**src/rtl/plb_pkg.sv**
```systemverilog
`timescale 1ns/1ps
package plb_pkg;

  typedef enum logic [3:0] {
    OP_NOP    = 4'd0,
    OP_RGET   = 4'd1,
    OP_RPUT   = 4'd2,
    OP_AGET   = 4'd3,
    OP_APUT   = 4'd4,
    OP_CLEAR  = 4'd5,
    OP_FLIP   = 4'd6,
    OP_REWIND = 4'd7,
    OP_MARK   = 4'd8,
    OP_TOMARK = 4'd9,
    OP_SETPOS = 4'd10,
    OP_SETLIM = 4'd11
  } op_e;

  typedef enum logic [2:0] {
    ERR_NONE    = 3'd0,
    ERR_UNDER   = 3'd1,
    ERR_OVER    = 3'd2,
    ERR_RANGE   = 3'd3,
    ERR_NOMARK  = 3'd4,
    ERR_RDONLY  = 3'd5
  } err_e;

endpackage

```
**src/rtl/plb_store.sv**
```systemverilog
`timescale 1ns/1ps
module plb_store #(
  parameter int DEPTH = 16,
  parameter int DW    = 8,
  localparam int AW   = $clog2(DEPTH)
) (
  input  logic          clk,
  input  logic          we,
  input  logic [AW-1:0] addr,
  input  logic [DW-1:0] wdata,
  output logic [DW-1:0] rdata
);

  logic [DW-1:0] mem [DEPTH];

  // single port, read-first, registered read: maps onto a block RAM
  always_ff @(posedge clk) begin
    if (we) mem[addr] <= wdata;
    rdata <= mem[addr];
  end

endmodule

```
**src/rtl/plb_ctrl.sv**
```systemverilog
`timescale 1ns/1ps
module plb_ctrl
  import plb_pkg::*;
#(
  parameter int DEPTH = 16,
  localparam int IW   = $clog2(DEPTH + 1),
  localparam int AW   = $clog2(DEPTH)
) (
  input  logic          clk,
  input  logic          rst,
  input  logic [3:0]    op_i,
  input  logic [IW-1:0] idx,
  input  logic          read_only,
  output logic          mem_we,
  output logic [AW-1:0] mem_addr,
  output logic          rd_valid,
  output logic [2:0]    err_code,
  output logic [IW-1:0] pos_o,
  output logic [IW-1:0] lim_o,
  output logic          mark_set_o
);

  localparam logic [IW-1:0] CAP = IW'(DEPTH);

  op_e           op;
  logic [IW-1:0] pos_q, lim_q, mark_q;
  logic          mdef_q;
  logic [IW-1:0] pos_n, lim_n, mark_n;
  logic          mdef_n;
  err_e          err_n, err_q;
  logic          rv_n, rv_q;
  logic [IW-1:0] addr_n;

  assign op = op_e'(op_i);

  always_comb begin
    pos_n  = pos_q;
    lim_n  = lim_q;
    mark_n = mark_q;
    mdef_n = mdef_q;
    err_n  = ERR_NONE;
    rv_n   = 1'b0;
    mem_we = 1'b0;
    addr_n = pos_q;
    case (op)
      OP_RGET: begin
        if (pos_q >= lim_q) err_n = ERR_UNDER;
        else begin
          rv_n  = 1'b1;
          pos_n = pos_q + IW'(1);
        end
      end
      OP_RPUT: begin
        if (read_only)           err_n = ERR_RDONLY;
        else if (pos_q >= lim_q) err_n = ERR_OVER;
        else begin
          mem_we = 1'b1;
          pos_n  = pos_q + IW'(1);
        end
      end
      OP_AGET: begin
        addr_n = idx;
        if (idx >= lim_q) err_n = ERR_RANGE;
        else              rv_n  = 1'b1;
      end
      OP_APUT: begin
        addr_n = idx;
        if (read_only)         err_n  = ERR_RDONLY;
        else if (idx >= lim_q) err_n  = ERR_RANGE;
        else                   mem_we = 1'b1;
      end
      OP_CLEAR: begin
        lim_n = CAP;
        pos_n = '0;
      end
      OP_FLIP: begin
        lim_n = pos_q;
        pos_n = '0;
      end
      OP_REWIND: pos_n = '0;
      OP_MARK: begin
        mark_n = pos_q;
        mdef_n = 1'b1;
      end
      OP_TOMARK: begin
        if (!mdef_q) err_n = ERR_NOMARK;
        else         pos_n = mark_q;
      end
      OP_SETPOS: begin
        if (idx > lim_q) err_n = ERR_RANGE;
        else             pos_n = idx;
      end
      OP_SETLIM: begin
        if (idx > CAP) err_n = ERR_RANGE;
        else begin
          lim_n = idx;
          if (pos_q > idx) pos_n = idx;
        end
      end
      default: ;
    endcase
    // a mark left above the new position or limit is discarded
    if (mdef_n && ((pos_n < mark_n) || (lim_n < mark_n))) mdef_n = 1'b0;
  end

  assign mem_addr = addr_n[AW-1:0];

  always_ff @(posedge clk) begin
    if (rst) begin
      pos_q  <= '0;
      lim_q  <= CAP;
      mark_q <= '0;
      mdef_q <= 1'b0;
      err_q  <= ERR_NONE;
      rv_q   <= 1'b0;
    end else begin
      pos_q  <= pos_n;
      lim_q  <= lim_n;
      mark_q <= mark_n;
      mdef_q <= mdef_n;
      err_q  <= err_n;
      rv_q   <= rv_n;
    end
  end

  assign rd_valid   = rv_q;
  assign err_code   = err_q;
  assign pos_o      = pos_q;
  assign lim_o      = lim_q;
  assign mark_set_o = mdef_q;


  order_invariant_chk: assert property (@(posedge clk) disable iff (rst)
    (pos_q <= lim_q) && (lim_q <= CAP) && (!mdef_q || (mark_q <= pos_q)));


  fault_freezes_state_chk: assert property (@(posedge clk) disable iff (rst)
    (err_q != ERR_NONE) |-> ($stable(pos_q) && $stable(lim_q) && $stable(mdef_q) && !rv_q));


  valid_after_get_chk: assert property (@(posedge clk) disable iff (rst)
    rv_q |-> ($past(!rst) && ($past(op) == OP_RGET || $past(op) == OP_AGET)));


  readonly_put_chk: assert property (@(posedge clk) disable iff (rst)
    ($past(!rst) && $past(read_only) && ($past(op) == OP_RPUT || $past(op) == OP_APUT))
      |-> (err_q == ERR_RDONLY));


  mark_dropped_chk: assert property (@(posedge clk) disable iff (rst)
    ($past(!rst) && $past(mdef_q) && (pos_q < $past(mark_q))) |-> !mdef_q);

endmodule

```
**src/rtl/pos_limit_buffer.sv**
```systemverilog
`timescale 1ns/1ps
module pos_limit_buffer #(
  parameter int DEPTH = 16,
  parameter int DW    = 8,
  localparam int IW   = $clog2(DEPTH + 1),
  localparam int AW   = $clog2(DEPTH)
) (
  input  logic          clk,
  input  logic          rst,
  input  logic [3:0]    op,
  input  logic [IW-1:0] idx,
  input  logic [DW-1:0] wdata,
  input  logic          read_only,
  output logic [DW-1:0] rd_data,
  output logic          rd_valid,
  output logic [2:0]    err_code,
  output logic [IW-1:0] pos_o,
  output logic [IW-1:0] lim_o,
  output logic          mark_set_o
);

  logic          mem_we;
  logic [AW-1:0] mem_addr;

  plb_ctrl #(.DEPTH(DEPTH)) u_ctrl (
    .clk        (clk),
    .rst        (rst),
    .op_i       (op),
    .idx        (idx),
    .read_only  (read_only),
    .mem_we     (mem_we),
    .mem_addr   (mem_addr),
    .rd_valid   (rd_valid),
    .err_code   (err_code),
    .pos_o      (pos_o),
    .lim_o      (lim_o),
    .mark_set_o (mark_set_o)
  );

  plb_store #(.DEPTH(DEPTH), .DW(DW)) u_store (
    .clk   (clk),
    .we    (mem_we),
    .addr  (mem_addr),
    .wdata (wdata),
    .rdata (rd_data)
  );

endmodule

```
**config.mk**
```make
export PLATFORM = sky130hd
export DESIGN_NAME = pos_limit_buffer
export DESIGN_NICKNAME = d
export VERILOG_FILES = /design/src/rtl/plb_pkg.sv /design/src/rtl/plb_store.sv /design/src/rtl/plb_ctrl.sv /design/src/rtl/pos_limit_buffer.sv
export SDC_FILE = /design/constraint.sdc
export NUM_CORES = 1
export LEC_CHECK = 0
export BUFFER_PORTS_ARGS = -buffer_cell sky130_fd_sc_hd__buf_2
export CAP_MARGIN = 20
export CORE_UTILIZATION = 55
export DETAILED_ROUTE_END_ITERATION = 16
export PLACE_DENSITY = 0.79
export SYNTH_ARGS = -nofsm -noshare
export SYNTH_HDL_FRONTEND = slang
export SYNTH_SLANG_ARGS = --single-unit
```
**constraint.sdc**
```tcl
create_clock -name clk -period 4.64 [get_ports clk]
set_clock_uncertainty 0.15 [all_clocks]
set_input_delay 0.928 -clock clk [delete_from_list [all_inputs] [get_ports clk]]
set_output_delay 0.928 -clock clk [all_outputs]
set_load 0.01 [all_outputs]
```
---- Yosys cells after proc, flatten, opt, wreduce, memory -nomap -nowiden ----
Memories as Yosys holds them, arrays and structs flattened. A register that Yosys moved wholly into a read port is not among the register bits.
Cells that the tools add are included.
word-level totals
  bits in registers ....................... 20
  bits in writable memories ............... 128
  bits of input ports ..................... 20
  output and inout bits ................... 23
  memories ................................ 1
memory list
  memory       depth  bits a word  rd ports  clocked after Yosys merged registers in  write ports  RTL line         RTL
  u_store.mem  16     8            1         1                                        1            plb_store.sv:14  logic [DW-1:0] mem [DEPTH];
operators by class
  add/subtract/negate cells ............... 1
  magnitude comparators ................... 7
  equality and inequality tests ........... 11
  multiplexer cells ....................... 29
  reductions and logical operators ........ 5
operators by type and width
  kind                 count
  $mux 5               8
  $pmux 5 s6           1
  $pmux 3 s7           1
  $eq 4x3->1 const B   4
  $eq 4x4->1 const B   4
  $pmux 5 s3           1
  $ge 5x5->1           2
  $gt 5x5->1           2
  $lt 5x5->1           2
  $mux 3               3
  $eq 4x2->1 const B   2
  $mux 1               8
  $mux 2               4
  $add 5x1->5 const B  1
  $gt 5x5->1 const B   1
  $eq 4x1->1 const B   1
  $mux 4               1
  $pmux 1 s2           2
  $reduce_or 2->1      2
  $reduce_or 3->1      1
  $logic_and 1x1->1    1
  $logic_or 1x1->1     1

---- Logic depth before layout (Yosys ltp) ----
  depth in word-level cells ............... 8
  depth in mapped cells ................... 15
  gate-level depth less buffers ........... 14

---- Hierarchy ----
From an unflattened synthesis, not the netlist that was laid out.
unflattened totals
  cell total of the unflattened synthesis .. 474
  area, all modules ....................... 7016.7 µm²
by module, submodules not included
  module     instances  cells an instance  area each (µm²)
  plb_store  1          230                5067.4
  plb_ctrl   1          244                1949.4

---- Worst setup path after synthesis ----
No wires, ideal clock.
  kind .................................... input to register
  from .................................... input port idx[2]
  to ...................................... register u_ctrl.mdef_q, in the netlist u_ctrl.mark_set_o
  library setup time ...................... 74 ps
  arrival ................................. 3632 ps
  path slack .............................. 784 ps
  stages .................................. 15
  buffers on the path ..................... 1
  cells stage by stage .................... clkbuf_1 > inv_1 > ha_1 > nand4_1 > o221ai_1 > a21oi_1 > a211o_1 > o21ai_0 > nand2_1 > ha_1 > a21o_1 > a21oi_1 > a211o_1 > a311o_1 > a31oi_1
on the way
  cells in the longest elaborated chain, start to end .. 8
  elaborated cells on any way between the ends .. 14
  classes of those cells .................. order compare: 5; mux: 6; reduce/logical: 3
RTL lines
  element                      RTL line                RTL
  start: declaration           pos_limit_buffer.sv:11  input logic [IW-1:0] idx,
  $gt 5x5->1                   plb_ctrl.sv:97          if (pos_q > idx) pos_n = idx;
  $mux 5                       plb_ctrl.sv:97
  $mux 5                       plb_ctrl.sv:94          if (idx > CAP) err_n = ERR_RANGE;
  $pmux 5 s6 *                 plb_ctrl.sv:45          case (op)
  net u_ctrl.pos_n[3]          plb_ctrl.sv:28          logic [IW-1:0] pos_n, lim_n, mark_n;
  $lt 5x5->1 *                 plb_ctrl.sv:103         if (mdef_n && ((pos_n < mark_n) || (lim_n < mark_n))) mdef_n = 1'b0;
  $logic_or 1x1->1 *           plb_ctrl.sv:103
  $logic_and 1x1->1 *          plb_ctrl.sv:103
  $reduce_or 2->1 (no line) *  --
  end signal: assignment       plb_ctrl.sv:120         mdef_q <= mdef_n;
  end: declaration             plb_ctrl.sv:27          logic mdef_q;
Mark *: on every way through the listed nets, which the timed path passes. The rest lies on a longest branch.
A chain may end at the register's enable or synchronous reset.

---- Worst setup path after layout ----
  from .................................... register u_ctrl.pos_q[0], in the netlist u_ctrl.pos_o[0]
  to ...................................... register u_ctrl.mdef_q, in the netlist u_ctrl.mark_set_o
on the way
  cells in the longest elaborated chain, start to end .. 8
  elaborated cells on any way between the ends .. 17
  classes of those cells .................. add/sub: 1; order compare: 4; mux: 9; reduce/logical: 3
RTL lines
  element                              RTL line                                        RTL
  start: declaration                   plb_ctrl.sv:26                                  logic [IW-1:0] pos_q, lim_q, mark_q;
  start signal: assignment             plb_ctrl.sv:117                                 pos_q <= pos_n;
  $add 5x1->5 (tied with other cells)  plb_ctrl.sv:50, plb_ctrl.sv:58
  $mux 5 (on tied branches)            plb_ctrl.sv:47, plb_ctrl.sv:55, plb_ctrl.sv:97
  $mux 5 (on tied branches)            plb_ctrl.sv:54, plb_ctrl.sv:94
  $pmux 5 s6 *                         plb_ctrl.sv:45
  net u_ctrl.pos_n[3]                  plb_ctrl.sv:28
  $lt 5x5->1 *                         plb_ctrl.sv:103
  $logic_or 1x1->1 *                   plb_ctrl.sv:103
  $logic_and 1x1->1 *                  plb_ctrl.sv:103
  $reduce_or 2->1 (no line) *          --
Marks and branches as above.

==> metrics.md <==
| Metric | Value |
|---|---|
| Status | finished, final reports clean |
| Final wirelength | 16.76 mm |
| Clock root cell | clkbuf_16 |
| CP max FO | 8 |
| Hold path depth | 2 |
| Critical path, cell by cell | inv_1 > ha_1 > nand2b_1 > a31oi_1 > o21ai_1 > o41ai_1 > a21oi_1 > nand2_1 > ha_1 > a21o_1 > a21oi_1 > a211o_1 > a311o_1 > a31oi_1 |
| GP Congestion | 0.9351 |
| Final #Nets | 668 |
| Syn Area/Cell | 12.81 µm² |
| Num CTS Buffers | 17 |
| Measured slew at the worst slew-check pin | 0.7767 ns |
| Minimum clock period | 3.915 ns |
| Die area | 13760 µm² |
| Metal3 WL | 1.458 mm |
| Leak pwr | 3.182 nW |
| Via/cell ratio | 6.378 |
| Post-synth EDFFs | 128 |
| Gate Count Post-Synth | 571 |
| First DRT Iteration DRCs | 597 |
| Register area | 4404 µm² |
| Syn nets | 615 |
| Layout cells sized above 1 | 0.1774 |
| Post-Route M1 WL | 6.870 mm |
| Most common cell after layout, fill and taps aside | edfxtp_1 |
| GR Overflow Total | 0 |
| Pwr dens | 370.6 nW/µm² |
| Hold Crit Start | u_ctrl.mark_q[0]$_SDFF_PP0_ |
| Row count | 41 |
| Via Count | 5160 |
| Wire per inst | 20.71 µm |
| Die H | 117.3 µm |
| #FFs+latches synth | 156 |
| Post-CTS Setup Inserts | 0 |
| Mapped Area | 7315 µm² |
| Fmax | 0.2555 GHz |
| Setup Crit Path Kind | register to register |
| CTS resizes | 0 |
| N_diodes | 0 |
| RR Endpoint | u_ctrl.mark_set_o$_SDFF_PP0_ |
| Worst-skew pair later-pin latency | 0.42 ns |
| Highest metal used | met4 |
| Area grow syn2layout | 13.56% |
| Worst r2r path cells | 14 |
| Multi-input logic area | 2670 µm² |
| CP max stage delay | 0.63 ns |
| Worst rel slew slack | 0.4787 |
| RR Startpoint | u_ctrl.pos_o[0]$_SDFF_PP0_ |
| Post-placement cell count | 777 |
| Worst hold path type | register to register |
| Synth async-reset ratio | 0 |
| Library cells used by synthesis | 67 |
| Vias in the first global route | 4947 |
| Deepest clock path buffer count | 2 |
| Initial antenna violation count | 1 |
| Worst setup EP type | register |
| Max Slew Vio Count | 0 |
| Htree depth | 4 |
| Setup violators final | 0 |
| Top_reg_cell synth | edfxtp_1 |
| Final TNS setup | 0 ns |
| Port buffer count | 42 |
| Slowest CP cell | o21ai_1 |
| Number of hold violations in the final report | 0 |
| Num Clock Sinks | 156 |
| CTS tree | built |
| Post-synthesis sequential area ratio | 0.6021 |
| Worst R2R Setup Slack | 0.73 ns |
| Clk slew on worst S/H paths | 0.06 ns |
| CP Launch Type | register |
| Post-Layout Cell Count | 809 |
| Hold Path End | u_ctrl.pos_o[0]$_SDFF_PP0_ |
| Arrival @ worst endpoint | 4.11 ns |
| Final worst slack | 0.7255 ns |
| Core box area | 12770 µm² |
| Post-CTS Hold Fix Bufs | 0 |
| Final core utilization | 0.6503 |
| Yosys warns | 0 |
| Placed wire-length estimate | 11.48 mm |
| Final worst-path cycle share | 0.8436 |
| Starting density of the core | 0.5726 |
| Placement Setup Slack | 0.5290 ns |
| Fillcell total | 944 |
| Ports | 43 |
| Largest net degree at the start of global routing | 36 |
| Die width | 117.3 µm |
| TritonRoute pass-1 iters | 8 |
| Maxcap violations | 0 |
| Total track usage | 0.2547 |
| CP required | 4.84 ns |
| Metal2 WL | 8.060 mm |
| RSZ-0062 raised after global routing | no |
| Worst VDD drop | 0.4140 mV |
| Global-route wire length before repair | 26.49 mm |
| Final antenna-violating net count | 0 |
| Drc violations | 0 |
| Commonest cells after routing, fill and taps aside | edfxtp_1 (128), mux2i_1 (49), buf_2 (42) |
[synthesized netlist by cell type (5+ instances only)]
cell type / instances / area [µm²]
edfxtp_1: 128 / 3844
mux2i_1: 49 / 490.5
dfxtp_1: 28 / 560.5
nand2_1: 27 / 101.4
ha_1: 24 / 300.3
nor2_1: 24 / 90.09
o21ai_0: 22 / 110.1
clkbuf_1: 21 / 78.83
a21oi_1: 19 / 95.09
nor4_1: 19 / 118.9
inv_1: 18 / 67.56
o22ai_1: 15 / 93.84
nand3_1: 14 / 70.07
a221oi_1: 13 / 113.9
a211oi_1: 12 / 90.09
and2_1: 12 / 75.07
o21a_1: 8 / 60.06
a31oi_1: 7 / 43.79
nand2b_1: 7 / 43.79
or4_1: 7 / 52.55
a32oi_1: 6 / 52.55
mux2_2: 5 / 56.30
nand3b_1: 5 / 37.54
nor3_1: 5 / 25.02
[metal layers]
metal	global-route usage	up-vias
li1	-	2368
met1	0.3435	2477
met2	0.3928	280
met3	0.06420	35
met4	0.1055	0
met5	0	-
[registers in the layout (all words and copies together), names as in the netlist]
name               cells
u_ctrl.pos_o           5
u_ctrl.mark_q          5
u_ctrl.mark_set_o      1
u_ctrl.lim_o           5
u_store.mem          128
u_ctrl.rd_valid        1
u_ctrl.err_code        3
u_store.rdata          8
[critical path, delay by kind of cell (launching register included)]
kind	cells	cell delay, ns
buffers and inverters	1	0.23
AO/OA/AOI/OAI	9	2.08
flip-flops	1	0.53
adder cells (fa/ha/maj)	2	0.65
AND/OR/NAND/NOR	2	0.20
[final cells by class]
class                           count  area share
Sequential cell                   156      0.5302
Multi-Input combinational cell    364      0.3214
Clock buffer                       20     0.05377
Timing Repair Buffer               67     0.04790
Tap cell                          172     0.02591
Clock inverter                     12     0.01265
Inverter                           18    0.008134
[where the power goes]
part | switching [W] | internal, W | total, W
Clock | 0.000564 | 0.000713 | 0.00128
Combinational | 0.000171 | 0.0000941 | 0.000265
Sequential | 0.00000813 | 0.00153 | 0.00154
Total | 0.000743 | 0.00234 | 0.00308
[through the flow]
stage	power, W	hold slack [ns]	area [µm²]
after floorplan	0.001739	0.3457	7315
after global placement	0.001819	0.3821	7755
after detailed placement	0.001827	0.3810	7755
after CTS	0.003087	0.3978	8307
after global routing	0.003177	0.4332	8307
final	0.003078	0.3921	8307
[how the worst max path moves through the flow]
stage                                from                           end  slack [ns]  cells past startpoint
6_report       u_ctrl.pos_o[0]$_SDFF_PP0_  u_ctrl.mark_set_o$_SDFF_PP0_        0.73                     14
3_5_place_dp                       idx[2]  u_ctrl.mark_set_o$_SDFF_PP0_        0.53                     15
4_1_cts        u_ctrl.pos_o[0]$_SDFF_PP0_  u_ctrl.mark_set_o$_SDFF_PP0_        0.80                     14
5_1_grt        u_ctrl.pos_o[0]$_SDFF_PP0_  u_ctrl.mark_set_o$_SDFF_PP0_        0.53                     14
3_3_place_gp                       idx[1]  u_ctrl.mark_set_o$_SDFF_PP0_        0.67                     14
2_1_floorplan                      idx[2]  u_ctrl.mark_set_o$_SDFF_PP0_        0.78                     15
[cells by family after synthesis]
logic type | after synthesis | synth area share
flops | 156 | 0.6021
simple gates | 149 | 0.1172
compound gates | 135 | 0.1297
mux | 54 | 0.07475
buf+inv | 51 | 0.03284
fa+ha+maj | 24 | 0.04105
xor+xnor | 2 | 0.002395
(Power assumes the default switching activity.)
